`src/rtl/tmr_wdg_pkg.sv`:
```
// Shared constants and the configuration field layout for the timer/watchdog.
// Assumes the divider is a power-of-two width so its rate field is log2 wide.
package tmr_wdg_pkg;
    localparam int DIV_W  = 8;
    localparam int RATE_W = $clog2(DIV_W);

    // Field layout of cfg_i, MSB first; bit 3 is the divider owner.
    typedef struct packed {
        logic              irq_en;     // [6] wrap interrupt enable
        logic              edge_fall;  // [5] 1 = falling pin edges
        logic              src_pin;    // [4] 1 = external pin source
        logic              div_to_wd;  // [3] 1 = divider owned by watchdog
        logic [RATE_W-1:0] rate;       // [2:0] divider tap select
    } cfg_t;

    localparam int CFG_W = $bits(cfg_t);
endpackage

```
`src/rtl/pin_edge_sync.sv`:
```
// Synchronizes an asynchronous pin through SYNC_STAGES flops and produces
// one-cycle rise and fall pulses in the clk domain.
// Assumes the pin holds each level for more than SYNC_STAGES+1 cycles.
module pin_edge_sync #(
    parameter int SYNC_STAGES = 2
) (
    input  logic clk,
    input  logic rst_n,
    input  logic pin_i,
    output logic rise_o,
    output logic fall_o
);
    localparam int SH_W = SYNC_STAGES + 1;

    logic [SH_W-1:0] shreg;

    // Shift the pin through the synchronizer plus one history flop.
    always_ff @(posedge clk) begin
        if (!rst_n) shreg <= '0;
        else        shreg <= {shreg[SH_W-2:0], pin_i};
    end

    assign rise_o =  shreg[SH_W-2] & ~shreg[SH_W-1];
    assign fall_o = ~shreg[SH_W-2] &  shreg[SH_W-1];
endmodule

```
`src/rtl/shared_divider.sv`:
```
// Binary divider shared between the counter and the watchdog.
// Pre mode: a pulse every 2^(rate+1) inputs. Post mode: every 2^rate, rate 0 bypasses.
// Assumes inc_i is a one-cycle enable; clr_i wins over inc_i.
module shared_divider #(
    parameter int DIV_W  = 8,
    parameter int RATE_W = $clog2(DIV_W)
) (
    input  logic              clk,
    input  logic              rst_n,
    input  logic              inc_i,
    input  logic              clr_i,
    input  logic              post_mode_i,
    input  logic [RATE_W-1:0] rate_i,
    output logic              pulse_o
);
    logic [DIV_W-1:0]  dcnt;
    logic [DIV_W-1:0]  low_ones;   // low_ones[k]: bits k..0 all set
    logic [RATE_W-1:0] rate_m1;
    logic              tap;

    // Carry chain: each stage tells whether the next increment clears bit k.
    genvar k;
    generate
        for (k = 0; k < DIV_W; k++) begin : g_ones
            if (k == 0) begin : g_first
                assign low_ones[k] = dcnt[k];
            end else begin : g_rest
                assign low_ones[k] = low_ones[k-1] & dcnt[k];
            end
        end
    endgenerate

    assign rate_m1 = rate_i - RATE_W'(1);

    // Select the tap: pre mode one bit higher than post mode.
    always_comb begin
        if (!post_mode_i)        tap = low_ones[rate_i];
        else if (rate_i == '0)   tap = 1'b1;
        else                     tap = low_ones[rate_m1];
    end

    assign pulse_o = inc_i & tap;

    // Advance or clear the divider.
    always_ff @(posedge clk) begin
        if (!rst_n || clr_i) dcnt <= '0;
        else if (inc_i)      dcnt <= dcnt + DIV_W'(1);
    end

    AST_PRE_MIN_HALF: assert property (@(posedge clk) disable iff (!rst_n)
        (pulse_o && !post_mode_i) |-> dcnt[0]);
endmodule

```
`src/rtl/rt_counter.sv`:
```
// Loadable up-counter with a wrap interrupt request.
// Assumes inc_i is a one-cycle enable; a write wins over an increment.
module rt_counter #(
    parameter int CNT_W = 8
) (
    input  logic             clk,
    input  logic             rst_n,
    input  logic             inc_i,
    input  logic             wr_i,
    input  logic [CNT_W-1:0] wdata_i,
    input  logic             irq_en_i,
    output logic [CNT_W-1:0] cnt_o,
    output logic             irq_o
);
    // Load, advance, and flag a wrap when enabled.
    always_ff @(posedge clk) begin
        if (!rst_n) begin
            cnt_o <= '0;
            irq_o <= 1'b0;
        end else begin
            irq_o <= 1'b0;
            if (wr_i) begin
                cnt_o <= wdata_i;
            end else if (inc_i) begin
                cnt_o <= cnt_o + CNT_W'(1);
                irq_o <= irq_en_i & (&cnt_o);
            end
        end
    end

    AST_IRQ_AT_ZERO: assert property (@(posedge clk) disable iff (!rst_n)
        irq_o |-> (cnt_o == '0));
    AST_IRQ_SINGLE: assert property (@(posedge clk) disable iff (!rst_n)
        irq_o |=> !irq_o);
    AST_WRITE_LOADS: assert property (@(posedge clk) disable iff (!rst_n)
        wr_i |=> (cnt_o == $past(wdata_i)));
endmodule

```
`src/rtl/wd_core.sv`:
```
// Watchdog tick counter with an overflow strobe and a registered reset pulse.
// Assumes tick_i and clr_i are one-cycle strobes; timeout_i implies ovf_o.
module wd_core #(
    parameter int WD_W = 8
) (
    input  logic clk,
    input  logic rst_n,
    input  logic en_i,
    input  logic tick_i,
    input  logic clr_i,
    input  logic timeout_i,
    output logic ovf_o,
    output logic wd_rst_o
);
    logic [WD_W-1:0] wcnt;

    assign ovf_o = en_i & tick_i & ~clr_i & (&wcnt);

    // Count ticks while enabled; hold at zero otherwise.
    always_ff @(posedge clk) begin
        if (!rst_n || !en_i || clr_i) wcnt <= '0;
        else if (tick_i)              wcnt <= wcnt + WD_W'(1);
    end

    // Register the timeout into a one-cycle reset pulse.
    always_ff @(posedge clk) begin
        if (!rst_n) wd_rst_o <= 1'b0;
        else        wd_rst_o <= timeout_i;
    end

    AST_WD_PULSE_SINGLE: assert property (@(posedge clk) disable iff (!rst_n)
        wd_rst_o |=> !wd_rst_o);
    AST_WD_RESTART_ZERO: assert property (@(posedge clk) disable iff (!rst_n)
        wd_rst_o |-> (wcnt == '0));
    AST_WD_OFF_SILENT: assert property (@(posedge clk) disable iff (!rst_n)
        !en_i |=> !wd_rst_o);
endmodule

```
`src/rtl/tmr_wdg_top.sv`:
```
// Real-time counter and watchdog sharing one divider, all on the system clock.
// cfg_i[3] gives the divider to the watchdog (1) or the counter (0).
// Assumes cfg_i is quasi-static and ext_pin_i changes slowly against clk.
module tmr_wdg_top
    import tmr_wdg_pkg::*;
#(
    parameter int CNT_W       = 8,
    parameter int WD_W        = 8,
    parameter int SYNC_STAGES = 2
) (
    input  logic             clk,
    input  logic             rst_n,
    input  logic [CFG_W-1:0] cfg_i,
    input  logic             ext_pin_i,
    input  logic             wd_en_i,
    input  logic             wd_tick_i,
    input  logic             wd_clr_i,
    input  logic             cnt_wr_i,
    input  logic [CNT_W-1:0] cnt_wdata_i,
    output logic [CNT_W-1:0] cnt_o,
    output logic             irq_o,
    output logic             wd_rst_o
);
    cfg_t cfg;
    logic pin_rise, pin_fall, src_evt;
    logic div_inc, div_clr, div_pulse;
    logic rtc_inc, wd_ovf, wd_timeout;

    assign cfg = cfg_t'(cfg_i);

    pin_edge_sync #(.SYNC_STAGES(SYNC_STAGES)) u_pin (
        .clk    (clk),
        .rst_n  (rst_n),
        .pin_i  (ext_pin_i),
        .rise_o (pin_rise),
        .fall_o (pin_fall)
    );

    // Pick the counter source event: every cycle or a chosen pin edge.
    always_comb begin
        if (!cfg.src_pin)       src_evt = 1'b1;
        else if (cfg.edge_fall) src_evt = pin_fall;
        else                    src_evt = pin_rise;
    end

    // Route the divider to its owner; the other path runs undivided.
    always_comb begin
        if (cfg.div_to_wd) begin
            div_inc    = wd_ovf;
            div_clr    = wd_clr_i | wd_timeout;
            rtc_inc    = src_evt;
            wd_timeout = div_pulse;
        end else begin
            div_inc    = src_evt;
            div_clr    = cnt_wr_i;
            rtc_inc    = div_pulse;
            wd_timeout = wd_ovf;
        end
    end

    shared_divider #(.DIV_W(DIV_W), .RATE_W(RATE_W)) u_div (
        .clk         (clk),
        .rst_n       (rst_n),
        .inc_i       (div_inc),
        .clr_i       (div_clr),
        .post_mode_i (cfg.div_to_wd),
        .rate_i      (cfg.rate),
        .pulse_o     (div_pulse)
    );

    rt_counter #(.CNT_W(CNT_W)) u_rtc (
        .clk      (clk),
        .rst_n    (rst_n),
        .inc_i    (rtc_inc),
        .wr_i     (cnt_wr_i),
        .wdata_i  (cnt_wdata_i),
        .irq_en_i (cfg.irq_en),
        .cnt_o    (cnt_o),
        .irq_o    (irq_o)
    );

    wd_core #(.WD_W(WD_W)) u_wd (
        .clk       (clk),
        .rst_n     (rst_n),
        .en_i      (wd_en_i),
        .tick_i    (wd_tick_i),
        .clr_i     (wd_clr_i),
        .timeout_i (wd_timeout),
        .ovf_o     (wd_ovf),
        .wd_rst_o  (wd_rst_o)
    );

    AST_NO_IRQ_DISABLED: assert property (@(posedge clk) disable iff (!rst_n)
        !cfg.irq_en |=> !irq_o);
endmodule

```
`config.mk`:
```
export PLATFORM = sky130hd
export DESIGN_NAME = tmr_wdg_top
export DESIGN_NICKNAME = d
export VERILOG_FILES = /design/src/rtl/tmr_wdg_pkg.sv /design/src/rtl/pin_edge_sync.sv /design/src/rtl/shared_divider.sv /design/src/rtl/rt_counter.sv /design/src/rtl/wd_core.sv /design/src/rtl/tmr_wdg_top.sv
export SDC_FILE = /design/constraint.sdc
export NUM_CORES = 1
export LEC_CHECK = 0
export ABC_AREA = 1
export BUFFER_PORTS_ARGS = -buffer_cell sky130_fd_sc_hd__clkbuf_2
export CELL_PAD_IN_SITES_DETAIL_PLACEMENT = 2
export CELL_PAD_IN_SITES_GLOBAL_PLACEMENT = 2
export CORE_ASPECT_RATIO = 1.75
export CORE_UTILIZATION = 27
export DETAILED_ROUTE_END_ITERATION = 6
export PLACE_DENSITY_LB_ADDON = 0.1
export SYNTH_ARGS = -nofsm -noshare
export SYNTH_HDL_FRONTEND = slang
export SYNTH_SLANG_ARGS = --single-unit
```
`constraint.sdc`:
```
create_clock -name clk -period 1.6 [get_ports clk]
set_clock_uncertainty 0.05 [all_clocks]
set_input_delay 0.48 -clock clk [delete_from_list [all_inputs] [get_ports clk]]
set_output_delay 0.48 -clock clk [all_outputs]
set_load 0.01 [all_outputs]
```
## Word-level counts from Yosys, hierarchy flattened

Index checks and enable logic that the tools add are counted.

- $add $sub $neg: 4
- Magnitude comparators: 2
- Mux-type cells: 14
- Bitwise logic cells: 20
- Reductions and logical operators: 10

Operators with widths:

| kind | count |
|---|---|
| adder 8 x 1 -> 8 bit, second input constant | 3 |
| 2-to-1 mux 8 bit | 2 |
| AND reduction 8 bit | 2 |
| bitwise AND 1 bit | 14 |
| 2-to-1 mux 1 bit | 10 |
| less-than comparator 3 x 4 -> 1 bit, second input constant | 2 |
| binary-select mux 1 bit (select 3 bit) | 2 |
| NOT 1 bit | 5 |
| zero test 3 bit | 1 |
| logical OR 1 bit | 3 |
| OR reduction 3 bit | 1 |
| subtractor 3 x 1 -> 3 bit, second input constant | 1 |
| zero test 1 bit | 2 |
| nonzero test 2 bit | 1 |
| OR 1 bit | 1 |

- Register bits: 29
- Input bits: 22
- Output and inout bits: 10
- Word-level logic and storage cells: 56

## Logic depth before layout (Yosys ltp)

Gate-level depths: netlist (run 1).

- Depth after elaboration: 16
- Gate-level depth with buffers: 14
- Gate-level depth less buffers: 13

## Hierarchy

A second synthesis (run 1) with hierarchy kept.

- Cells, all modules: 250
- Area total of the unflattened synthesis: 1712.9 µm²

By module, submodules not included:

| module | times used | cells each | area each (µm²) |
|---|---|---|---|
| shared_divider | 1 | 93 | 591.8 |
| rt_counter | 1 | 70 | 526.8 |
| wd_core | 1 | 58 | 426.7 |
| pin_edge_sync | 1 | 13 | 100.1 |
| tmr_wdg_top | 1 | 16 | 67.6 |

## Least setup slack after synthesis (run 1)

No wires, ideal clock.

- Path type: input to register
- Start: input port cfg_i[0]
- End: register u_div.dcnt[0]
- Arrival time: 1559 ps
- Path slack: -122 ps
- Cell stages on the path: 14
- Buffers on the path: 1
- Cells stage by stage: buf_6 -> inv_2 -> ha_1 -> inv_1 -> nor2_1 -> nand2_1 -> nand3_1 -> nand2_1 -> nand2_1 -> nand2_1 -> nand2_1 -> nand2_1 -> nand2_4 -> nor2_1

- Longest elaborated chain between the ends: 10

RTL lines:

| item | RTL line | RTL |
|---|---|---|
| start, declared | tmr_wdg_top.sv:13 | `input logic [CFG_W-1:0] cfg_i,` |
| subtractor 3 x 1 -> 3 bit | shared_divider.sv:33 | `assign rate_m1 = rate_i - RATE_W'(1);` |
| binary-select mux 1 bit (select 3 bit) | shared_divider.sv:39 | `else tap = low_ones[rate_m1];` |
| 2-to-1 mux 1 bit (implied by the code) | shared_divider.sv:39 |  |
| 2-to-1 mux 1 bit | shared_divider.sv:38 | `else if (rate_i == '0) tap = 1'b1;` |
| 2-to-1 mux 1 bit (*) | shared_divider.sv:37 | `if (!post_mode_i) tap = low_ones[rate_i];` |
| bitwise AND 1 bit (*) | shared_divider.sv:42 | `assign pulse_o = inc_i & tap;` |
| 2-to-1 mux 1 bit (*) | tmr_wdg_top.sv:48 | `if (cfg.div_to_wd) begin` |
| OR 1 bit (*) | tmr_wdg_top.sv:50 | `div_clr = wd_clr_i \| wd_timeout;` |
| 2-to-1 mux 1 bit (*) | tmr_wdg_top.sv:48 |  |
| logical OR 1 bit (*) | shared_divider.sv:46 | `if (!rst_n \|\| clr_i) dcnt <= '0;` |
| end signal, assigned | shared_divider.sv:47 | `else if (inc_i) dcnt <= dcnt + DIV_W'(1);` |
| end, declared | shared_divider.sv:16 | `logic [DIV_W-1:0] dcnt;` |

Mark *: on every way between the ends. The rest lies on a longest branch, timed or not. The select of a mux whose other input is x is not followed.
A chain may end at the register's enable or synchronous reset.

## Final worst setup path (run 1)

- Start: register u_div.dcnt[0]
- End: register u_rtc.cnt_o[0]

- Longest elaborated chain between the ends: 14

RTL lines:

| item | RTL line | RTL |
|---|---|---|
| bitwise AND 1 bit (7 in a row) | shared_divider.sv:28 | `assign low_ones[k] = low_ones[k-1] & dcnt[k];` |
| binary-select mux 1 bit (select 3 bit) | shared_divider.sv:39 |  |
| 2-to-1 mux 1 bit (implied by the code) | shared_divider.sv:39 |  |
| 2-to-1 mux 1 bit | shared_divider.sv:38 |  |
| 2-to-1 mux 1 bit (*) | shared_divider.sv:37 |  |
| bitwise AND 1 bit (*) | shared_divider.sv:42 |  |
| 2-to-1 mux 1 bit (*) | tmr_wdg_top.sv:48 |  |
| nonzero test 2 bit (no source line) (*) | -- |  |
| end signal, assigned | rt_counter.sv:23 | `cnt_o <= wdata_i;` |
| end signal, assigned | rt_counter.sv:25 | `cnt_o <= cnt_o + CNT_W'(1);` |
| end, declared | rt_counter.sv:12 | `output logic [CNT_W-1:0] cnt_o,` |

Marks and branches as above.

==> flow_summary_export.csv, run 1 <==
group,metric,value,unit
placed_design,place.detailed.hpwl,4.51,mm
final_layout,nets,357,
pwr,power,2.18,mW
critical_path,critPathBufInv,2,
synthesis,synth_enable_flop_cells,0,
cts,clockBufferDepth,2,
cts,cts-root-buf,"clkbuf_16",
timing,max_freq,0.584,GHz
critical_path,worstSetupPathType,"register to register",
critical_path,cpPeakStageDelay,0.35,ns
drt,drc,0,
floorplanning,ios,32,
critical_path,critical_path_arrival,1.87,ns
floorplanning,start_util,27.8,%
drt,first_pass_iters,4,
final_layout,fin_cells,412,
timing,min_period_over_period,107,%
placed_design,place.gp.congestion,0.783,
synthesis,synth_top_area_cell,"dfxtp_1",
synthesis,synth_cell_types,29,
synthesis,synth_seq_cells,29,
drt,wl_per_cell,14.3,µm
critical_path,cp_max_fo,5,
drt,drtAntennaViolNets,0,
pwr,powerDensity,854,nW/µm²
synthesis,synth_ff_type,"dfxtp_1",
global_route,grt_usage,17.9,%
critical_path,worstRegToRegCells,12,
synthesis,yosysSeqAreaShare,32.2,%
critical_path,cp.depth,12,
global_route,grt_overflow,0,
critical_path,critPathLaunchType,"register",
final_layout,regArea,586,µm²
critical_path,cp_top_family,"simple AND/OR/NAND/NOR gates",
timing,worst_slack,-0.112,ns
synthesis,ys_warn_count,0,
synthesis,syn_area,1800,µm²
final_layout,final_layout_size_suffix_gt1_share,34.2,%
drt,viasPerCell,4.64,
worst_hold_path,hold_path.class,"primary input to register",
synthesis,post-synth-top-area-fraction,32.2,%
drt,finalWirelength,5.88,mm
pwr,leakage,1.12,nW
critical_path,rrSetupSlack,-0.11,ns
global_route,grt_max_degree,16,
synthesis,syn_inst,267,
drt,vias,1913,
final_layout,fill_cells,775,
placed_design,port_buffers,31,
critical_path,r2r-start,"u_div.dcnt[0]",
critical_path,required,1.76,ns
timing,relSlewSlack,77.3,%
floorplanning,fp.dieW,63.8,µm
cts,cts_hold_buf,0,
cts,clock-sinks,29,
floorplanning,core.rowCount,39,
run_status,violations,"negative setup slack",
synthesis,async_flop_share,0,%
timing,worst_slew_pin_slew,0.337,ns
timing,fin_crit,1.71,ns
final_layout,diodes,0,
final_layout,synthToLayoutAreaGrowth,41.6,%
placed_design,placed_area,2250,µm²
critical_path,crit_path_end,"u_rtc.cnt_o[0]",
global_route,antenna_found_initial,0,
final_layout,multi_input_area,1170,µm²
critical_path,critPathSlowestCell,"dfxtp_4",
synthesis,netlist_top_cells_area,"dfxtp_1, nand2_1, inv_1",
run_status,outcome,"complete, but fails checks",
cts,cts_inserted_buffers,5,
timing,finalSetupViolations,17,
cts,cts_tree,"yes",
timing,hold_viol_final,0,
floorplanning,core_area,6490,µm²
critical_path,critical_path.cell_chain,"ha_4 > buf_4 > nand2_1 > nand3_2 > nand2_1 > nor2_1 > nor2_1 > nand2_2 > buf_4 > nand2_4 > nand3_1 > a21oi_2",
synthesis,syn_avg_cell_area,6.75,µm²
synthesis,synth_nets,295,
job,cap_violations,0,
floorplanning,die_height,110,µm
timing,drv_slew,0,
cts,htreeDepth,2,
critical_path,timing.rr.end,"u_rtc.cnt_o[0]",
critical_path,crit_start,"u_div.dcnt[0]",
global_route,grt_pass1_wl,9.43,mm
cts,path_clk_slew,0.05,ns
floorplanning,die_area,7020,µm²
drt,drtIter0Drc,29,
timing,rsz0062_at_grt,"true",
final_layout,final_area,2550,µm²
final_layout,utilization,39.3,%
placed_design,dp.cells,400,
critical_path,critPathCaptureType,"register",
global_route,grt_pass1_vias,2039,
pwr,peakVddDrop,0.423,mV
cts,clock_latency,0.27,ns
timing repair:
| item | 4_1_cts | 5_1_grt |
|---|---|---|
| endpoints found under the setup margin | 17 | 18 |
| setup buffers | 3 | 0 |
| pin swaps | 9 | 8 |
| gates cloned | 1 | 0 |
| resized for setup | 14 | 13 |
layout by cell type, fill, tap and decap left out, drive strengths merged, types with 11 or more instances in the layout:
| master | Yosys | routed |
|---|---|---|
| nand2 | 76 | 77 |
| inv | 39 | 39 |
| clkbuf | 2 | 37 |
| dfxtp | 29 | 29 |
| buf | 3 | 28 |
| nor2 | 28 | 28 |
| nand3 | 24 | 24 |
| o21ai | 15 | 15 |
| a21oi | 15 | 15 |
| xor2 | 11 | 11 |
| nor3 | 11 | 11 |
state kept, by name (all words and copies together) (netlist names):
name,cells
u_wd.wcnt,8
u_div.dcnt,8
u_wd.wd_rst_o,1
u_rtc.irq_o,1
u_pin.shreg,3
u_rtc.cnt_o,8
worst min-delay path by stage:
| stage | to | cells after the start | from | slack (ns) |
|---|---|---|---|---|
| 2_1_floorplan | u_pin.shreg[1] | 2 | u_pin.shreg[0] | 0.34 |
| 3_3_place_gp | u_pin.shreg[1] | 2 | u_pin.shreg[0] | 0.35 |
| 3_5_place_dp | u_pin.shreg[1] | 2 | u_pin.shreg[0] | 0.37 |
| 4_1_cts | u_pin.shreg[0] | 3 | ext_pin_i | 0.36 |
| 5_1_grt | u_pin.shreg[1] | 2 | u_pin.shreg[0] | 0.39 |
| 6_report | u_pin.shreg[0] | 3 | ext_pin_i | 0.37 |
area by class of cell:
class,count,area share (%)
multi-input combinational,195,45.9
sequential,29,22.9
timing repair buffer,59,14.3
inverter,39,5.93
clock buffer,6,5.44
tap,82,4.02
clock inverter,2,1.47
worst min-delay path, stage by stage:
cell and delay (ns):
clkbuf_2 0.08, nand2_1 0.05, inv_1 0.05
where the power goes:
group / internal, mW / total, mW / switching, mW
clock: 0.776 / 1.12 / 0.341
sequential: 0.741 / 0.761 / 0.0201
combinational: 0.130 / 0.303 / 0.173
total: 1.65 / 2.18 / 0.534
cells in the mapped netlist, types with 2 or more instances:
cell and n:
a21oi_1 11, a21oi_2 4, clkbuf_1 2, dfxtp_1 29, ha_1 6, inv_1 38, nand2_1 70, nand2_2 2
nand2_4 4, nand3_1 23, nor2_1 26, nor2_2 2, nor3_1 10, o21ai_0 15, xor2_1 11
layer usage:
metal / GRT usage, % / wire, µm
met2: 38.4 / 3570
met1: 16.2 / 2100
met3: 2.47 / 124
met4: 6.82 / 87
met5: 0 / 0
logic make-up (layout without fill, tap and decap cells):
| logic type | count (synthesis) | in the layout | synth area share (%) |
|---|---|---|---|
| and+or+nand+nor | 144 | 145 | 37.3 |
| buffers and inverters | 44 | 106 | 10.3 |
| AOI/OAI and AO/OA | 31 | 31 | 9.58 |
| DFF | 29 | 29 | 32.2 |
| xor gates and xnor gates | 12 | 12 | 5.83 |
| adders and majority gates | 6 | 6 | 4.16 |
| muxes | 1 | 1 | 0.625 |
per-stage QoR:
step                      hold slack [ns]  setup WS [ns]  TNS (ns)
final                               0.365         -0.112     -1.18
after CTS                           0.361         -0.129     -1.90
after detailed placement            0.371         -0.265     -4.15
after global routing                0.392         -0.209     -2.95
after global placement              0.346         -0.245     -3.50
after floorplan                     0.340        -0.0369    -0.279
Power figures use the tool's default switching activity.
==> run 2: changes to the inputs <==
- CORE_UTILIZATION: 27 -> 30
- SETUP_SLACK_MARGIN: unset -> 0.3
- clock period: 1.6 -> 1.7 ns (I/O delays scaled with it)
==> run 2 against run 1 <==
Net effect: the flow now finishes without violations; highest routed layer unchanged; count of clock-buffer cells in the layout fell by 1; core utilization rose by 2.1 points; worst hold slack improved by 0.0099 ns; power fell by 29%; via count fell by 2.5%.
==> flow_summary_export.csv, run 2 (same netlist as run 1, synthesis figures left out) <==
group,metric,value,unit
critical_path,critical_path.cell_chain,"ha_4 > ha_4 > nand3_4 > nor2_4 > nand2_1 > nand2_1 > nand2_2 > nand2_4 > nand2_8 > nand2_8 > nand2_4 > a21oi_2",
worst_hold_path,worstHoldPathCells,2,
placed_design,dp_slack,-0.232,ns
final_layout,final_layout_size_suffix_gt1_share,34.2,%
floorplanning,core.rowCount,37,
pwr,peakVddDrop,0.318,mV
timing,min_period_over_period,98.9,%
critical_path,critPathBufInv,0,
drt,met1_length,2.03,mm
timing,relSlewSlack,76.3,%
global_route,grt_max_degree,16,
final_layout,fill_cells,745,
final_layout,utilization,41.5,%
drt,wl_per_cell,14.1,µm
cts,clockBufferDepth,2,
drt,finalWirelength,5.55,mm
critical_path,crit_start,"u_div.dcnt[1]",
critical_path,worstRegToRegCells,12,
timing,worst_slack,0.0192,ns
cts,clock_latency,0.28,ns
drt,drc,0,
critical_path,cpPeakStageDelay,0.36,ns
cts,htreeDepth,2,
placed_design,place.detailed.hpwl,4.40,mm
critical_path,crit_path_end,"u_rtc.cnt_o[2]",
cts,cts_hold_buf,0,
drt,dr_wl_met2,3.28,mm
floorplanning,die_area,6340,µm²
timing,hold_ws,0.375,ns
drt,wl_met3,91,µm
placed_design,port_buffers,31,
timing,worst_slew_pin_slew,0.351,ns
pwr,powerDensity,636,nW/µm²
global_route,grt_pass1_vias,2041,
critical_path,required,1.86,ns
floorplanning,core_area,5830,µm²
critical_path,worstSetupPathType,"register to register",
cts,clock-sinks,29,
critical_path,timing.rr.end,"u_rtc.cnt_o[2]",
critical_path,critPathCaptureType,"register",
final_layout,fin_cells,394,
drt,vias,1865,
drt,drtAntennaViolNets,0,
pwr,leakage,1.02,nW
timing,max_freq,0.595,GHz
drt,top_layer,"met4",
final_layout,final_area,2420,µm²
timing,fin_crit,1.68,ns
timing,drv_slew,0,
floorplanning,ios,32,
critical_path,cp.depth,12,
placed_design,place.gp.congestion,0.826,
timing,finalSetupViolations,0,
critical_path,critPathSlowestCell,"dfxtp_4",
worst_hold_path,hold_path.class,"register to register",
drt,first_pass_iters,3,
critical_path,cp_max_fo,8,
pwr,power,1.54,mW
timing,hold_viol_final,0,
critical_path,critPathLaunchType,"register",
placed_design,placed_area,2170,µm²
critical_path,cp_top_family,"simple AND/OR/NAND/NOR gates",
drt,drtIter0Drc,48,
floorplanning,fp.dieW,60.6,µm
timing,tns,0,ns
run_status,outcome,"complete, no violations",
placed_design,dp.cells,384,
final_layout,final_common_cell,"nand2_1",
final_layout,multi_input_area,1200,µm²
final_layout,diodes,0,
final_layout,synthToLayoutAreaGrowth,34.1,%
final_layout,reg.largest.list,"u_div.dcnt (8), u_rtc.cnt_o (8), u_wd.wcnt (8)",
cts,cts-root-buf,"clkbuf_8",
critical_path,critical_path_arrival,1.84,ns
critical_path,r2r-start,"u_div.dcnt[1]",
final_layout,final_cell_mix,"nand2_1, inv_1, clkbuf_2",
global_route,grt_usage,19.8,%
global_route,grt_pass1_wl,9.40,mm
cts,path_clk_slew,0.07,ns
final_layout,nets,343,
floorplanning,start_util,30.9,%
cts,cts_inserted_buffers,5,
cts,cts_tree,"yes",
global_route,antenna_found_initial,0,
final_layout,regArea,607,µm²
drt,viasPerCell,4.73,
critical_path,rrSetupSlack,0.02,ns
global_route,grt_overflow,0,
floorplanning,die_height,105,µm
timing,rsz0062_at_grt,"true",
job,cap_violations,0,
==> run 2: cell count changes in the layout (fill, tap and decap cells not counted), moves of 2 or more <==
cell,before,now
a21oi_1,7,9
a21oi_2,8,6
buf_4,28,12
clkbuf_16,5,0
clkbuf_8,1,5
clkinv_2,0,2
dfxtp_1,27,18
dfxtp_2,1,6
dfxtp_4,1,5
nand2_1,63,65
nand2_2,8,4
==> run 2: repair_timing <==
action	in CTS	in global routing
setup buffers	1	0
gates resized for setup	21	23
setup endpoints to repair	26	25
pin swaps	7	10
cloned	1	0
==> run 2: tightest hold or removal path: stages (launching register included) <==
cell and delay, ns:
dfxtp_1 0.31, nand2_1 0.05, inv_1 0.04
==> run 2: worst min path at each step <==
stage,from,endpoint,slack (ns)
after detailed placement,u_pin.shreg[0],u_pin.shreg[1],0.36
after global routing,ext_pin_i,u_pin.shreg[0],0.40
after CTS,u_pin.shreg[0],u_pin.shreg[1],0.38
after floorplan,u_pin.shreg[0],u_pin.shreg[1],0.34
after global placement,u_pin.shreg[0],u_pin.shreg[1],0.35
final,u_pin.shreg[0],u_pin.shreg[1],0.38
==> run 2: per-layer routing <==
layer | vias up | GRT usage, %
li1 | 935 | -
met1 | 897 | 19.2
met5 | - | 0
met2 | 26 | 38.9
met4 | 0 | 8.12
met3 | 7 | 2.23
==> run 2: power by group <==
group / switching, mW / internal, mW / leakage [nW]
registers: 0.0211 / 0.695 / 0.242
clock network: 0.279 / 0.282 / 0.0439
logic: 0.157 / 0.104 / 0.735
total: 0.457 / 1.08 / 1.02
==> run 2: area by class of cell <==
class	instances	share of cell area [%]
Clock inverter	3	0.724
Sequential cell	29	25.1
Clock buffer	5	2.85
Timing Repair Buffer	45	11.4
Multi-Input combinational cell	195	49.6
Inverter	39	6.26
Tap cell	78	4.04
